`config.mk`:
```
export PLATFORM = sky130hd
export DESIGN_NAME = usb_host_testmode_ctrl
export DESIGN_NICKNAME = d
export VERILOG_FILES = /design/src/rtl/usb_tm_pkg.sv /design/src/rtl/tm_addr_dec.sv /design/src/rtl/tm_entry_gate.sv /design/src/rtl/tm_port_ctl.sv /design/src/rtl/usb_host_testmode_ctrl.sv
export SDC_FILE = /design/constraint.sdc
export NUM_CORES = 1
export LEC_CHECK = 0
export BUFFER_PORTS_ARGS = -buffer_cell sky130_fd_sc_hd__buf_2
export CAP_MARGIN = 40
export CORE_MARGIN = 2
export CORE_UTILIZATION = 35
export DETAILED_ROUTE_END_ITERATION = 12
export GPL_ROUTABILITY_DRIVEN = 0
export GPL_TIMING_DRIVEN = 0
export PLACE_DENSITY = 0.68
export SLEW_MARGIN = 0
export SYNTH_ARGS = -nofsm -noshare
export SYNTH_HDL_FRONTEND = slang
export SYNTH_HIERARCHICAL = 1
export SYNTH_SLANG_ARGS = --single-unit
```
`constraint.sdc`:
```
create_clock -name clk -period 2.9 [get_ports clk]
set_input_delay 0.87 -clock clk [delete_from_list [all_inputs] [get_ports clk]]
set_output_delay 0.87 -clock clk [all_outputs]
set_load 0.02 [all_outputs]
```
`src/rtl/usb_tm_pkg.sv`:
```
// Package usb_tm_pkg
// Shared encodings for the host test mode controller: host port state codes
// and the bit positions of the per-port test mode control register.
// Assumes the host state is delivered as a 3-bit code per port.
package usb_tm_pkg;

    localparam int HS_W   = 3;
    localparam int MODE_W = 5;
    localparam int REG_W  = 8;

    typedef enum logic [HS_W-1:0] {
        HS_IDLE      = 3'd0,
        HS_WAIT_CONN = 3'd1,
        HS_DISABLED  = 3'd2,
        HS_SUSPEND   = 3'd3,
        HS_RESUME    = 3'd4,
        HS_OPER      = 3'd5,
        HS_BUS_RST   = 3'd6,
        HS_OTHER     = 3'd7
    } host_state_e;

    // Register bit positions; software and link logic both decode these
    localparam int BIT_ENABLE = 7;
    localparam int BIT_FORCE  = 4;
    localparam int BIT_SE0NAK = 3;
    localparam int BIT_J      = 2;
    localparam int BIT_K      = 1;
    localparam int BIT_PACKET = 0;

endpackage

```
`src/rtl/tm_addr_dec.sv`:
```
// Module tm_addr_dec
// Decodes the register address into one select line per port. Port p owns
// the address p*STEP + OFS. Assumes byte addressing with no aliasing.
module tm_addr_dec #(
    parameter int ADDR_W    = 10,
    parameter int NUM_PORTS = 2,
    parameter int STEP      = 512,
    parameter int OFS       = 356
) (
    input  logic [ADDR_W-1:0]    addr,
    output logic [NUM_PORTS-1:0] sel
);

    // One exact-match comparator per port
    for (genvar p = 0; p < NUM_PORTS; p++) begin : g_cmp
        localparam logic [ADDR_W-1:0] PORT_ADDR = ADDR_W'(p * STEP + OFS);
        assign sel[p] = (addr == PORT_ADDR);
    end

endmodule

```
`src/rtl/tm_entry_gate.sv`:
```
// Module tm_entry_gate
// Reports whether a port may enter a test mode right now: the host state
// must be WAIT_CONNECT, DISABLED or SUSPEND, every channel and support go
// flag must be low, and the auto-mode-cancel status must be low.
// Purely combinational; it says nothing about the write data.
module tm_entry_gate
    import usb_tm_pkg::*;
#(
    parameter int NUM_CH  = 6,
    parameter int NUM_SUP = 2
) (
    input  logic [HS_W-1:0]    host_state,
    input  logic [NUM_CH-1:0]  chan_go,
    input  logic [NUM_SUP-1:0] support_go,
    input  logic               auto_cancel,
    output logic               entry_ok
);

    logic state_ok;

    // Host states in which a test mode may begin
    always_comb begin
        case (host_state_e'(host_state))
            HS_WAIT_CONN, HS_DISABLED, HS_SUSPEND: state_ok = 1'b1;
            default:                               state_ok = 1'b0;
        endcase
    end

    // All channel-stop preconditions combined with the state check
    assign entry_ok = state_ok && !(|chan_go) && !(|support_go) && !auto_cancel;

endmodule

```
`src/rtl/tm_port_ctl.sv`:
```
// Module tm_port_ctl
// Holds the test mode of one host port. A write enters a mode only when no
// mode is active, the enable bit is set with exactly one mode bit, and the
// entry gate agrees. A 00h write clears the mode and pulses idle_req once.
// Any other write is dropped. Assumes wr is already qualified by the address.
module tm_port_ctl
    import usb_tm_pkg::*;
(
    input  logic              clk,
    input  logic              rst_n,
    input  logic              wr,
    input  logic [REG_W-1:0]  wdata,
    input  logic              entry_ok,
    output logic [MODE_W-1:0] mode,
    output logic              idle_req,
    output logic [REG_W-1:0]  rd_val
);

    logic [MODE_W-1:0] sel_bits;
    logic              single_sel;
    logic              is_zero_wr;
    logic              accept;

    // Classify the write data
    always_comb begin
        sel_bits   = wdata[MODE_W-1:0];
        single_sel = (sel_bits != '0) && ((sel_bits & (sel_bits - 1'b1)) == '0);
        is_zero_wr = (wdata == '0);
        accept     = wr && (mode == '0) && wdata[BIT_ENABLE] && single_sel && entry_ok;
    end

    // Mode register and exit request
    always_ff @(posedge clk) begin
        if (!rst_n) begin
            mode     <= '0;
            idle_req <= 1'b0;
        end else begin
            idle_req <= 1'b0;
            if (wr && is_zero_wr) begin
                mode     <= '0;
                idle_req <= (mode != '0);
            end else if (accept) begin
                mode <= sel_bits;
            end
        end
    end

    // Readback: enable reflects an active mode, reserved bits read zero
    assign rd_val = {(mode != '0), 2'b00, mode};

    a_r3_onehot_mode: assert property (@(posedge clk) disable iff (!rst_n)
        $onehot0(mode));

    a_r6_entry_gated: assert property (@(posedge clk) disable iff (!rst_n)
        $rose(|mode) |-> $past(entry_ok && wr && wdata[BIT_ENABLE]));

    a_r7_no_direct_switch: assert property (@(posedge clk) disable iff (!rst_n)
        (mode != '0) |=> (mode == $past(mode)) || (mode == '0));

    a_r8_req_on_exit: assert property (@(posedge clk) disable iff (!rst_n)
        idle_req |-> (mode == '0) && ($past(mode) != '0));

    a_r8_req_single: assert property (@(posedge clk) disable iff (!rst_n)
        idle_req |=> !idle_req);

endmodule

```
`src/rtl/usb_host_testmode_ctrl.sv`:
```
// Module usb_host_testmode_ctrl
// Top of the host high-speed test mode controller. It decodes one 8-bit
// control register per port, gates entry per port on host state and
// channel-stop flags, and fans each port's mode out to one-hot select lines.
// Assumes flat per-port input vectors, with port 0 in the low slice.
module usb_host_testmode_ctrl
    import usb_tm_pkg::*;
#(
    parameter int ADDR_W    = 10,
    parameter int NUM_PORTS = 2,
    parameter int NUM_CH    = 6,
    parameter int NUM_SUP   = 2,
    parameter int PORT_STEP = 512,
    parameter int REG_OFS   = 356
) (
    input  logic                         clk,
    input  logic                         rst_n,
    input  logic                         wr_en,
    input  logic [ADDR_W-1:0]            addr,
    input  logic [REG_W-1:0]             wdata,
    output logic [REG_W-1:0]             rdata,
    input  logic [NUM_PORTS*HS_W-1:0]    host_state,
    input  logic [NUM_PORTS*NUM_CH-1:0]  chan_go,
    input  logic [NUM_PORTS*NUM_SUP-1:0] support_go,
    input  logic [NUM_PORTS-1:0]         auto_cancel,
    output logic [NUM_PORTS-1:0]         tm_force_sof,
    output logic [NUM_PORTS-1:0]         tm_se0_nak,
    output logic [NUM_PORTS-1:0]         tm_j,
    output logic [NUM_PORTS-1:0]         tm_k,
    output logic [NUM_PORTS-1:0]         tm_packet,
    output logic [NUM_PORTS-1:0]         idle_req
);

    logic [NUM_PORTS-1:0] port_sel;
    logic [NUM_PORTS-1:0] port_ok;
    logic [MODE_W-1:0]    port_mode [NUM_PORTS];
    logic [REG_W-1:0]     port_rd   [NUM_PORTS];

    tm_addr_dec #(
        .ADDR_W    (ADDR_W),
        .NUM_PORTS (NUM_PORTS),
        .STEP      (PORT_STEP),
        .OFS       (REG_OFS)
    ) u_dec (
        .addr (addr),
        .sel  (port_sel)
    );

    for (genvar p = 0; p < NUM_PORTS; p++) begin : g_port
        tm_entry_gate #(
            .NUM_CH  (NUM_CH),
            .NUM_SUP (NUM_SUP)
        ) u_gate (
            .host_state  (host_state[p*HS_W +: HS_W]),
            .chan_go     (chan_go[p*NUM_CH +: NUM_CH]),
            .support_go  (support_go[p*NUM_SUP +: NUM_SUP]),
            .auto_cancel (auto_cancel[p]),
            .entry_ok    (port_ok[p])
        );

        tm_port_ctl u_ctl (
            .clk      (clk),
            .rst_n    (rst_n),
            .wr       (wr_en && port_sel[p]),
            .wdata    (wdata),
            .entry_ok (port_ok[p]),
            .mode     (port_mode[p]),
            .idle_req (idle_req[p]),
            .rd_val   (port_rd[p])
        );

        // Fan the stored mode out to the select lines
        assign tm_force_sof[p] = port_mode[p][BIT_FORCE];
        assign tm_se0_nak[p]   = port_mode[p][BIT_SE0NAK];
        assign tm_j[p]         = port_mode[p][BIT_J];
        assign tm_k[p]         = port_mode[p][BIT_K];
        assign tm_packet[p]    = port_mode[p][BIT_PACKET];
    end

    // Read mux: the addressed port's register, or zero when nothing matches
    always_comb begin
        rdata = '0;
        for (int p = 0; p < NUM_PORTS; p++) begin
            if (port_sel[p]) rdata = port_rd[p];
        end
    end

    a_r2_unmapped_reads_zero: assert property (@(posedge clk) disable iff (!rst_n)
        (port_sel == '0) |-> (rdata == '0));

    a_r10_single_port_sel: assert property (@(posedge clk) disable iff (!rst_n)
        $onehot0(port_sel));

endmodule

```
==> flow_summary.ini <==
[status]
outcome = finished, violations left
violations = setup timing

[worst_setup_path]
reg2reg_depth = 3
startpoint = addr[0]
required_ns = 2.03
critPathKind = in2out
endpoint_kind = output port
worstPathArrival_ns = 2.05
setup.worst_path.start_class = input pin
r2r_slack_ns = 1.57
cpMostUsedCell = buf_6
path_cells = buf_6, nand4bb_4, nor4_4, nor2b_4, a22o_1, buf_6
critPathSlowestCell = nor4_4
path_max_fanout = 6
slowest_delay_ns = 0.29
reg2reg_from = g_port[0].u_ctl/mode[2]
timing.rr.end = g_port[0].u_ctl/idle_req

[synth]
synth_top_family_by_area = simple AND/OR/NAND/NOR gates
synth-compound-area-share_pct = 19.6
yosys.area_share.adder_pct = 0
syn-cell-area_um2 = 1020
synthMuxAreaShare_pct = 0
synth.distinct_cells = 31
syn_avg_cell_area_um2 = 8.41
ys_warn_count = 6
synth_seq_cells = 12
synth-xor-area-share_pct = 0
ys_seq_area_share_pct = 23.6
synthCells = 121
synth-simple-area-share_pct = 41.7

[global_routing]
grt_start_max_net_pins = 11
track_usage_pct = 16.7
overflow = 0
grt_pass1_vias = 1090
grt_pass1_wl_um = 4440
antenna_found_initial = 0

[detailed_routing]
via_count = 1108
avgViaCountPerCell = 4.97
drcViolationCount = 0
ant_nets = 0
drt-initial-drc-count = 23
wirelength_um = 2730
drt-pass1-iter-count = 4
wl_per_cell_um = 12.2

[placed_design]
place_area_um2 = 1380
dp.cells = 216
place_hpwl_um = 2200
place.port_buffers = 62

[final_layout]
fillerInstances = 265
n_antenna_cell = 0
stdcell_count = 223
layout.nets = 238
final_util_pct = 55.2
fin_area_um2 = 1520
syn2layout_area_growth_pct = 49.7
drive_gt1_share_pct = 52.1

[sta]
hold_violations = 0
clock.fmax_mhz = 343
maxSlewHeadroom_pct = 57.1
post-route-min-period_ns = 2.92
worst_slew_pin_slew_ns = 0.637
finalWorstSetupSlack_ns = -0.0169
fin_skew_ns = 0.00565
grt_setup_unrepaired = yes
setup_viol = 6
post-route-period-util_pct = 101
maxSlewViolCount = 0

[min_path]
holdPathStages = 2
hp-start = g_port[1].u_ctl/mode[0]
hold_class = reg2reg
hold_end = g_port[1].u_ctl/mode[0]

[die]
io_pins = 65
start_util_pct = 36.9
row_count = 19
core-area_um2 = 2760
die_area_um2 = 3350
fp.dieH_um = 57.9
die-width_um = 57.9

[pwr]
irDropWorstVdd_mv = 0.206
p_per_area_nw_per_um2 = 242
leakage_uw = 0.000714

[clock_tree]
numCtsBuffers = 3
cts_sinks = 12
path_clk_slew_ns = 0.07
cts_tree = yes
clkLatencyLatePin_ns = 0.27
cts_root_buf = clkbuf_4
clockBufferDepth = 2
cts_htree_levels = 1

[flow_run]
cap_violations = 0
-- cells by family (layout without fill, tap and decap cells) --
| family | after synthesis | count (layout) |
|---|---|---|
| DFF | 12 | 12 |
| buffers and inverters | 23 | 92 |
| AOI/OAI and AO/OA | 22 | 22 |
| and+or+nand+nor | 62 | 62 |
| other | 2 | 4 |
-- cells in the final DEF (no fill, tap or decap), types with 4 or more instances in the layout --
| cell type | netlist | final |
|---|---|---|
| buf_6 | 1 | 8 |
| nand2_1 | 6 | 6 |
| a22o_1 | 5 | 5 |
| nor4_1 | 8 | 6 |
| a21oi_1 | 8 | 8 |
| buf_4 | 14 | 17 |
| buf_2 | 0 | 55 |
| nor4b_1 | 4 | 4 |
| conb_1 | 2 | 4 |
| inv_1 | 8 | 8 |
| dfxtp_1 | 12 | 12 |
| nor2_1 | 6 | 6 |
| nand4_1 | 8 | 8 |
| nor2b_1 | 6 | 6 |
-- metal layers --
layer / global-route usage, % / wire, µm / vias up
met5: 0 / 0 / -
met4: 5.65 / 6 / 0
met3: 2.23 / 167 / 2
met2: 31.7 / 1420 / 31
met1: 19.0 / 1140 / 496
li1: - / - / 579
-- worst max-delay path by stage --
stage	end	slack [ns]
floorplan	rdata[0]	0.04
finish	rdata[1]	-0.02
global placement	rdata[4]	-0.30
global route	rdata[0]	-0.1
CTS	rdata[4]	-0.04
detailed placement	rdata[4]	-0.38
-- registers in the layout (all words and copies together) (netlist names) --
register               cells
g_port.u_ctl/idle_req      2
g_port.u_ctl/mode         10
-- cell usage after synthesis --
master	count	share of area [%]
buf_4	14	10
dfxtp_1	12	24
a21oi_1	8	3.9
inv_1	8	3.0
nand4_1	8	4.9
nor4_1	8	4.9
nand2_1	6	2.2
nor2_1	6	2.2
nor2b_1	6	3.7
a22o_1	5	4.3
nor4b_1	4	3.4
and2_1	3	1.8
a41oi_1	2	1.7
and2b_1	2	1.5
and3_1	2	1.2
and4bb_2	2	2.5
conb_1	2	0.74
nand2b_1	2	1.2
nand4bb_1	2	2.2
nor3_1	2	0.98
nor4_2	2	2.5
o2111a_1	2	2.2
o21ai_0	2	0.98
o41ai_4	2	5.4
or2_2	2	1.2
or4_4	2	2.2
a22o_2	1	0.98
and2_2	1	0.74
buf_6	1	1.1
nand4b_1	1	0.86
nor2b_4	1	1.4
-- cell type report --
cell class / instances / area (µm²) / area share, %
Inverter: 8 / 30.0 / 1.97
Sequential cell: 12 / 240 / 15.8
Clock buffer: 4 / 36.3 / 2.38
Timing Repair Buffer: 65 / 377 / 24.7
Tap cell: 31 / 38.8 / 2.55
Multi-Input combinational cell: 88 / 684 / 44.9
Buffer: 15 / 116 / 7.64
-- per-stage QoR --
stage | hold slack (ns) | setup TNS [ns] | power, µW | worst slack [ns]
global route | 0.509 | -0.515 | 386 | -0.0971
CTS | 0.485 | -0.180 | 372 | -0.0351
finish | 0.480 | -0.0722 | 368 | -0.0169
global placement | 0.466 | -1.77 | 231 | -0.302
detailed placement | 0.474 | -2.27 | 233 | -0.382
floorplan | 0.542 | 0 | 191 | 0.0390
-- worst max-delay path: cells and delay by family --
kind	cells	cell delay, ns
and+or+nand+nor	3	0.80
buffers and inverters	2	0.21
AOI/OAI and AO/OA	1	0.17
-- repair_timing --
| action | 4_1_cts | 5_1_grt |
|---|---|---|
| buffers inserted | 1 | 2 |
| gates resized for setup | 17 | 1 |
| pin swaps | 6 | 4 |
| hold buffers | 0 | 0 |
| endpoints found under the setup margin | 6 | 6 |
| gates cloned | 0 | 0 |
-- report_power, final --
| group | switching (µW) | total (µW) | leakage, µW | internal, µW |
|---|---|---|---|---|
| logic | 32.4 | 70.3 | 0.000596 | 37.9 |
| clock network | 56.7 | 133 | 0.0000210 | 76.2 |
| registers | 0.00000243 | 165 | 0.0000966 | 165 |
| total | 89.1 | 368 | 0.000714 | 279 |
No activity file was read; power rests on OpenSTA's default activity.
